[src/rtl/miss_pair_pkg.sv]
// Shared types for the miss pairing decoder.
// Assumes: kind codes are fixed by the upstream packet decoder.
package miss_pair_pkg;
    typedef enum logic [1:0] {
        K_OTHER = 2'b00,
        K_PLACE = 2'b01,
        K_DATA  = 2'b10,
        K_RSVD  = 2'b11
    } pkt_kind_e;

    typedef enum logic [1:0] {
        OP_NONE    = 2'b00,
        OP_INSTALL = 2'b01,
        OP_WIDEN   = 2'b10,
        OP_CLEAR   = 2'b11
    } tbl_op_e;
endpackage

[src/rtl/miss_pend_table.sv]
// Pending-miss table: one entry per tag value, each holding the entry's
// valid, address-valid, address and 64-bit flag.
// Assumes: at most one operation per cycle, always on the looked-up tag.
module miss_pend_table
    import miss_pair_pkg::*;
#(
    parameter int TAG_W  = 2,
    parameter int ADDR_W = 32
) (
    input  logic              clk,
    input  logic              rst_n,
    input  logic [TAG_W-1:0]  lk_tag,
    output logic              lk_valid,
    output logic              lk_addr_valid,
    output logic [ADDR_W-1:0] lk_addr,
    output logic              lk_wide,
    input  tbl_op_e           op,
    input  logic              op_addr_valid,
    input  logic [ADDR_W-1:0] op_addr
);
    localparam int ENTRIES = 1 << TAG_W;

    logic [ENTRIES-1:0] ent_valid;
    logic [ENTRIES-1:0] ent_av;
    logic [ENTRIES-1:0] ent_wide;
    logic [ADDR_W-1:0]  ent_addr [ENTRIES];

    for (genvar g = 0; g < ENTRIES; g++) begin : g_entry
        logic hit;
        assign hit = (lk_tag == TAG_W'(g));

        // Apply this cycle's table operation when it targets this entry.
        always_ff @(posedge clk) begin
            if (!rst_n) begin
                ent_valid[g] <= 1'b0;
                ent_av[g]    <= 1'b0;
                ent_wide[g]  <= 1'b0;
                ent_addr[g]  <= '0;
            end else if (hit) begin
                case (op)
                    OP_INSTALL: begin
                        ent_valid[g] <= 1'b1;
                        ent_av[g]    <= op_addr_valid;
                        ent_wide[g]  <= 1'b0;
                        ent_addr[g]  <= op_addr;
                    end
                    OP_WIDEN: ent_wide[g]  <= 1'b1;
                    OP_CLEAR: ent_valid[g] <= 1'b0;
                    default: ;
                endcase
            end
        end
    end

    // Combinational read of the entry named by the incoming tag.
    always_comb begin
        lk_valid      = ent_valid[lk_tag];
        lk_addr_valid = ent_av[lk_tag];
        lk_wide       = ent_wide[lk_tag];
        lk_addr       = ent_addr[lk_tag];
    end

    assert_widen_on_pending_R7: assert property (@(posedge clk) disable iff (!rst_n)
        (op == OP_WIDEN) |-> lk_valid);
    assert_clear_on_pending_R3: assert property (@(posedge clk) disable iff (!rst_n)
        (op == OP_CLEAR) |-> lk_valid);
endmodule

[src/rtl/miss_replace_counter.sv]
// Wrapping counter of pending entries overwritten by a new placeholder.
// Assumes: inc is a single-cycle strobe per replacement.
module miss_replace_counter #(
    parameter int CNT_W = 8
) (
    input  logic             clk,
    input  logic             rst_n,
    input  logic             inc,
    output logic [CNT_W-1:0] count
);
    // Step the count on every replacement strobe.
    always_ff @(posedge clk) begin
        if (!rst_n)   count <= '0;
        else if (inc) count <= count + 1'b1;
    end

    assert_count_step_R6: assert property (@(posedge clk) disable iff (!rst_n)
        (count != $past(count)) |-> (count == $past(count) + 1'b1));
endmodule

[src/rtl/miss_pair_ctrl.sv]
// Pairing control: tracks adjacency of accepted descriptors, picks the
// table operation, holds the first half of a 64-bit return and registers
// the output record and the unexpected pulse.
// Assumes: table lookup is presented on the same tag as the descriptor.
module miss_pair_ctrl
    import miss_pair_pkg::*;
#(
    parameter int TAG_W  = 2,
    parameter int ADDR_W = 32,
    parameter int DATA_W = 32
) (
    input  logic                clk,
    input  logic                rst_n,
    input  logic                in_valid,
    output logic                in_ready,
    input  logic [1:0]          in_kind,
    input  logic [TAG_W-1:0]    in_tag,
    input  logic                in_addr_valid,
    input  logic [ADDR_W-1:0]   in_addr,
    input  logic [DATA_W-1:0]   in_data,
    input  logic                lk_valid,
    input  logic                lk_addr_valid,
    input  logic [ADDR_W-1:0]   lk_addr,
    input  logic                lk_wide,
    output tbl_op_e             op,
    output logic                replace,
    output logic                out_valid,
    output logic [TAG_W-1:0]    out_tag,
    output logic                out_addr_valid,
    output logic [ADDR_W-1:0]   out_addr,
    output logic [2*DATA_W-1:0] out_data,
    output logic                out_wide,
    output logic                out_unexpected
);
    pkt_kind_e          kind;
    logic               accept;
    logic               prev_open;
    logic [TAG_W-1:0]   prev_tag;
    logic               hold_v;
    logic [TAG_W-1:0]   hold_tag;
    logic               hold_av;
    logic [ADDR_W-1:0]  hold_addr;
    logic [DATA_W-1:0]  hold_lo;
    logic               pair_ph;
    logic               second_half;
    logic               emit;
    logic               emit_wide;
    logic               unexp;
    logic               start_hold;

    assign kind   = pkt_kind_e'(in_kind);
    assign accept = in_valid && in_ready;

    // Decide the table operation and the record for the accepted descriptor.
    always_comb begin
        op          = OP_NONE;
        replace     = 1'b0;
        emit        = 1'b0;
        emit_wide   = 1'b0;
        unexp       = 1'b0;
        start_hold  = 1'b0;
        pair_ph     = accept && (kind == K_PLACE) && prev_open && (prev_tag == in_tag);
        second_half = accept && (kind == K_DATA) && hold_v && (hold_tag == in_tag);
        if (accept) begin
            case (kind)
                K_PLACE: begin
                    if (pair_ph) begin
                        op = OP_WIDEN;
                    end else begin
                        op      = OP_INSTALL;
                        replace = lk_valid;
                    end
                end
                K_DATA: begin
                    if (second_half) begin
                        emit      = 1'b1;
                        emit_wide = 1'b1;
                    end else if (lk_valid) begin
                        op = OP_CLEAR;
                        if (lk_wide) start_hold = 1'b1;
                        else         emit       = 1'b1;
                    end else begin
                        unexp = 1'b1;
                    end
                end
                default: ;
            endcase
        end
    end

    // Ready rises one edge after reset release and stays high.
    always_ff @(posedge clk) begin
        if (!rst_n) in_ready <= 1'b0;
        else        in_ready <= 1'b1;
    end

    // Track whether the last accepted descriptor opened a placeholder entry.
    always_ff @(posedge clk) begin
        if (!rst_n) begin
            prev_open <= 1'b0;
            prev_tag  <= '0;
        end else if (accept) begin
            prev_open <= (kind == K_PLACE) && !pair_ph;
            prev_tag  <= in_tag;
        end
    end

    // Hold the first half of a 64-bit return for exactly one acceptance.
    always_ff @(posedge clk) begin
        if (!rst_n) begin
            hold_v    <= 1'b0;
            hold_tag  <= '0;
            hold_av   <= 1'b0;
            hold_addr <= '0;
            hold_lo   <= '0;
        end else if (accept) begin
            hold_v <= start_hold;
            if (start_hold) begin
                hold_tag  <= in_tag;
                hold_av   <= lk_addr_valid;
                hold_addr <= lk_addr;
                hold_lo   <= in_data;
            end
        end
    end

    // Register the resolved record and the unexpected pulse.
    always_ff @(posedge clk) begin
        if (!rst_n) begin
            out_valid      <= 1'b0;
            out_unexpected <= 1'b0;
            out_tag        <= '0;
            out_addr_valid <= 1'b0;
            out_addr       <= '0;
            out_data       <= '0;
            out_wide       <= 1'b0;
        end else begin
            out_valid      <= emit;
            out_unexpected <= unexp;
            if (emit) begin
                out_tag        <= in_tag;
                out_wide       <= emit_wide;
                out_addr_valid <= emit_wide ? hold_av   : lk_addr_valid;
                out_addr       <= emit_wide ? hold_addr : lk_addr;
                out_data       <= emit_wide ? {in_data, hold_lo}
                                            : {{DATA_W{1'b0}}, in_data};
            end
        end
    end

    assert_record_exclusive_R5: assert property (@(posedge clk) disable iff (!rst_n)
        !(out_valid && out_unexpected));
    assert_unexp_follows_data_R5: assert property (@(posedge clk) disable iff (!rst_n)
        out_unexpected |-> $past(accept && (kind == K_DATA)));
    assert_record_follows_data_R3: assert property (@(posedge clk) disable iff (!rst_n)
        out_valid |-> $past(accept && (kind == K_DATA)));
    assert_wide_needs_hold_R9: assert property (@(posedge clk) disable iff (!rst_n)
        (out_valid && out_wide) |-> $past(hold_v));
    assert_no_accept_in_reset_R1: assert property (@(posedge clk)
        !rst_n |=> !in_ready);
endmodule

[src/rtl/miss_pair_decoder.sv]
// Top of the out-of-order miss pairing decoder: joins returned-data
// descriptors to the latest same-tag placeholder and emits records.
// Assumes: descriptors are already decoded from the byte stream.
module miss_pair_decoder
    import miss_pair_pkg::*;
#(
    parameter int TAG_W  = 2,
    parameter int ADDR_W = 32,
    parameter int DATA_W = 32,
    parameter int CNT_W  = 8
) (
    input  logic                clk,
    input  logic                rst_n,
    input  logic                in_valid,
    output logic                in_ready,
    input  logic [1:0]          in_kind,
    input  logic [TAG_W-1:0]    in_tag,
    input  logic                in_addr_valid,
    input  logic [ADDR_W-1:0]   in_addr,
    input  logic [DATA_W-1:0]   in_data,
    output logic                out_valid,
    output logic [TAG_W-1:0]    out_tag,
    output logic                out_addr_valid,
    output logic [ADDR_W-1:0]   out_addr,
    output logic [2*DATA_W-1:0] out_data,
    output logic                out_wide,
    output logic                out_unexpected,
    output logic [CNT_W-1:0]    replace_count
);
    logic              lk_valid;
    logic              lk_addr_valid;
    logic [ADDR_W-1:0] lk_addr;
    logic              lk_wide;
    tbl_op_e           op;
    logic              replace;

    miss_pend_table #(.TAG_W(TAG_W), .ADDR_W(ADDR_W)) u_table (
        .clk           (clk),
        .rst_n         (rst_n),
        .lk_tag        (in_tag),
        .lk_valid      (lk_valid),
        .lk_addr_valid (lk_addr_valid),
        .lk_addr       (lk_addr),
        .lk_wide       (lk_wide),
        .op            (op),
        .op_addr_valid (in_addr_valid),
        .op_addr       (in_addr)
    );

    miss_pair_ctrl #(.TAG_W(TAG_W), .ADDR_W(ADDR_W), .DATA_W(DATA_W)) u_ctrl (
        .clk            (clk),
        .rst_n          (rst_n),
        .in_valid       (in_valid),
        .in_ready       (in_ready),
        .in_kind        (in_kind),
        .in_tag         (in_tag),
        .in_addr_valid  (in_addr_valid),
        .in_addr        (in_addr),
        .in_data        (in_data),
        .lk_valid       (lk_valid),
        .lk_addr_valid  (lk_addr_valid),
        .lk_addr        (lk_addr),
        .lk_wide        (lk_wide),
        .op             (op),
        .replace        (replace),
        .out_valid      (out_valid),
        .out_tag        (out_tag),
        .out_addr_valid (out_addr_valid),
        .out_addr       (out_addr),
        .out_data       (out_data),
        .out_wide       (out_wide),
        .out_unexpected (out_unexpected)
    );

    miss_replace_counter #(.CNT_W(CNT_W)) u_count (
        .clk   (clk),
        .rst_n (rst_n),
        .inc   (replace),
        .count (replace_count)
    );
endmodule

[config.mk]
export PLATFORM = sky130hd
export DESIGN_NAME = miss_pair_decoder
export DESIGN_NICKNAME = d
export VERILOG_FILES = /design/src/rtl/miss_pair_pkg.sv /design/src/rtl/miss_pend_table.sv /design/src/rtl/miss_replace_counter.sv /design/src/rtl/miss_pair_ctrl.sv /design/src/rtl/miss_pair_decoder.sv
export SDC_FILE = /design/constraint.sdc
export NUM_CORES = 1
export LEC_CHECK = 0
export ABC_AREA = 0
export BUFFER_PORTS_ARGS = -buffer_cell sky130_fd_sc_hd__buf_2
export CORE_MARGIN = 8
export CORE_UTILIZATION = 54
export CTS_CLUSTER_DIAMETER = 100
export DETAILED_ROUTE_END_ITERATION = 7
export PLACE_DENSITY = 0.76
export SLEW_MARGIN = 20
export SYNTH_ARGS = -nofsm -noshare
export SYNTH_HDL_FRONTEND = slang
export SYNTH_SLANG_ARGS = --single-unit
[constraint.sdc]
create_clock -name clk -period 10.44 [get_ports clk]
set_clock_uncertainty 0.2 [all_clocks]
set_input_delay 3.132 -clock clk [delete_from_list [all_inputs] [get_ports clk]]
set_output_delay 3.132 -clock clk [all_outputs]
set_load 0.02 [all_outputs]
==> results.yml <==
cts:
  post-cts-setup-buffers: 0
  cts_sinks: 322
  cts_buffers: 34
  htree_num_levels: 2
  cts_buffer_depth: 3
  clkSlewWorstSetupHoldPaths_ns: 0.06
  tritoncts: "done"
  cts_hold_buf: 0
  insertion_delay_ns: 0.50
  clock-root-buffer: "clkbuf_16"
  cts_resized: 0
setup_path:
  reg2reg_slack_ns: 6.81
  cp_max_fo: 50
  worstSetupPathType: "input pin to flip-flop"
  reg2regPathDepth: 9
  r2r_start: "u_ctrl.in_ready"
  r2r_end: "u_table.ent_addr[1][15]"
  cp.arrival_ns: 6.65
  startpoint: "in_tag[0]"
  cp_top_family: "simple AND/OR/NAND/NOR gates"
  cp_num_buf_inv: 3
  crit_path_start_kind: "input pin"
  crit_chain: "buf_2 -> buf_4 -> xor2_1 -> or4_4 -> nand3_1 -> a21oi_1 -> inv_1 -> ha_1 -> nand2_1 -> nor2_4 -> and2_1"
  worstPathRequired_ns: 10.60
  end_kind: "flip-flop"
  cpPeakStageDelay_ns: 0.77
  crit_cells: 11
  crit_end: "u_table.ent_addr[1][15]"
  slowest_stage: "or4_4"
floorplan:
  ios: 183
  rows: 57
  coreArea_mm2: 0.0244
  fp.dieW_um: 174
  initial_core_util: 0.551
  dieArea_mm2: 0.0302
  fp.dieH_um: 174
routing:
  drc_errors: 0
  first_pass_iters: 5
  viasPerCell: 5.50
  drt_wl_total_mm: 31.0
  ant_nets: 0
  wl_per_cell_um: 17.7
  first_iter_violations: 865
  num_vias: 9660
power:
  power.density_mw_per_mm2: 169
  ir_drop_mv: 0.128
  p_leak_nw: 5.91
placed_design:
  place_congestion: 0.777
  dp_hpwl_mm: 19.5
  placed_area_mm2: 0.0145
  portBuffers: 182
layout:
  num_antenna_cells: 0
  seq_area_mm2: 0.00773
  nets: 1488
  fin_area_mm2: 0.0156
  n_fill_cell: 1967
  drive_gt1_frac: 0.218
  multi_input_area_mm2: 0.00528
  area_delta_synth_final_pct: 16.0
run:
  maxCapViolCount: 0
timing:
  period_needed_ns: 6.50
  rsz0062_at_grt: "no"
  fmax_mhz: 154
  setup_tns_ns: 0
  setup_viol: 0
  relSlewSlack: 0.339
  slew_violations: 0
  hold_violations: 0
  tightest_slew_ns: 0.990
  post-route-period-util: 0.622
synthesis:
  synth_edf_count: 128
  synth_cells: 1278
  synthTopCellsByCount: "nand2_1 (317), dfxtp_1 (194), and2_1 (137)"
  yosysMostFrequentCell: "nand2_1"
  avgSynthCellArea_um2: 10.5
  yosys.area.top_type: "dfxtp_1"
  ys.flop_type: "dfxtp_1"
  synth_top_area_share: 0.289
  synth_cell_types: 42
  yosys_warnings: 0
  synth_fp_nets: 1356
  yosys-top-cells-area: "dfxtp_1 (29%), edfxtp_1 (29%), nand2_1 (8.8%), and2_1 (6.4%), mux4_2 (5.9%)"
  syn_area_mm2: 0.0134
  synthArstFlopShare: 0
  ys_ff_latch: 322
  ys_seq_area_frac: 0.575
grt:
  antenna_found_initial: 0
  grt_pass1_vias: 9650
  grt_pass1_wl_mm: 51.0
  grt_overflow_total: 0
  grt.total_usage: 0.203
  grt_max_degree: 127
worst_hold_path:
  min_path_type: "flip-flop to flip-flop"
outcome:
  run_status: "finished, final reports clean"
[power by group]
| part | switching, mW | internal (mW) |
|---|---|---|
| Clock | 0.464 | 0.738 |
| Combinational | 0.0614 | 0.0393 |
| Sequential | 0.00503 | 1.32 |
| Total | 0.531 | 2.10 |
[cell type report]
class	instances	share of cell area
clock buffers	49	0.0668
clock inverters	8	0.00554
inverters	6	0.00144
multi-input cells	849	0.339
flip-flops and latches	322	0.496
well taps	324	0.0260
repair buffers	197	0.0661
[logic make-up after synthesis]
kind of cell               share of synthesized area
buffers and inverters                         0.0364
adders and majority gates                    0.00558
and+or+nand+nor                                0.188
AOI/OAI and AO/OA                              0.124
xor gates and xnor gates                     0.00717
DFF                                            0.575
muxes                                         0.0638
[state kept, by name (all words and copies together), names as in the netlist]
name                   count
u_table.ent_addr         128
u_ctrl.out_data           64
u_ctrl.hold_addr          32
u_ctrl.hold_lo            32
u_ctrl.out_addr           32
u_count.count              8
u_table.ent_av             4
u_table.ent_valid          4
u_table.ent_wide           4
u_ctrl.hold_tag            2
u_ctrl.out_tag             2
u_ctrl.prev_tag            2
u_ctrl.hold_av             1
u_ctrl.hold_v              1
u_ctrl.in_ready            1
u_ctrl.out_addr_valid      1
u_ctrl.out_unexpected      1
u_ctrl.out_valid           1
u_ctrl.out_wide            1
u_ctrl.prev_open           1
[worst reg2reg max path, delay by kind of cell (launching register included)]
family / cells / cell delay [ns]
adders and majority gates: 1 / 0.25
and+or+nand+nor: 6 / 2.39
AOI/OAI and AO/OA: 1 / 0.11
DFF: 1 / 0.47
buffers and inverters: 1 / 0.07
[worst min-delay path by stage]
stage	cells after the start	slack (ns)	to	from
after floorplan	2	0.23	u_ctrl.hold_addr[16]	u_ctrl.hold_addr[16]
after global placement	2	0.24	u_ctrl.hold_lo[23]	u_ctrl.hold_lo[23]
after detailed placement	2	0.24	u_ctrl.hold_lo[26]	u_ctrl.hold_lo[26]
after CTS	2	0.25	u_ctrl.hold_lo[26]	u_ctrl.hold_lo[26]
after global routing	2	0.26	u_ctrl.hold_lo[29]	u_ctrl.hold_lo[29]
final	2	0.25	u_ctrl.hold_lo[13]	u_ctrl.hold_lo[13]
[layer usage]
layer | vias up | GRT usage | wire length [um]
met4 | 0 | 0.0602 | 654
met5 | - | 0 | 0
met1 | 4677 | 0.263 | 13900
li1 | 4674 | - | -
met3 | 48 | 0.0468 | 2040
met2 | 261 | 0.332 | 14400
[through the flow]
| stage | power (mW) | utilization | hold WS, ns | cells | worst slack [ns] |
|---|---|---|---|---|---|
| global placement | 1.45 | 0.592 | 0.238 | 1698 | 3.18 |
| finish | 2.63 | 0.639 | 0.250 | 1755 | 3.94 |
| floorplan | 1.41 | - | 0.232 | 1278 | 4.33 |
| global route | 2.72 | 0.639 | 0.263 | 1755 | 3.61 |
| CTS | 2.65 | 0.639 | 0.250 | 1755 | 3.55 |
| detailed placement | 1.45 | 0.593 | 0.242 | 1698 | 3.07 |
[cells in the final DEF, fill, tap and decap left out, types with 6 or more instances in the layout]
cell	n
clkbuf_8	7
nand2_2	10
edfxtp_1	128
buf_2	181
a31oi_1	65
dfxtp_1	194
clkbuf_16	37
and2_1	137
xnor2_1	6
a21boi_0	81
nand2_1	317
nand3_1	40
ha_1	6
inv_1	6
nor2b_1	6
mux2i_1	7
o21ai_0	70
mux4_2	35
a21boi_2	10
buf_4	15
a21boi_1	13
(Power assumes the default switching activity.)
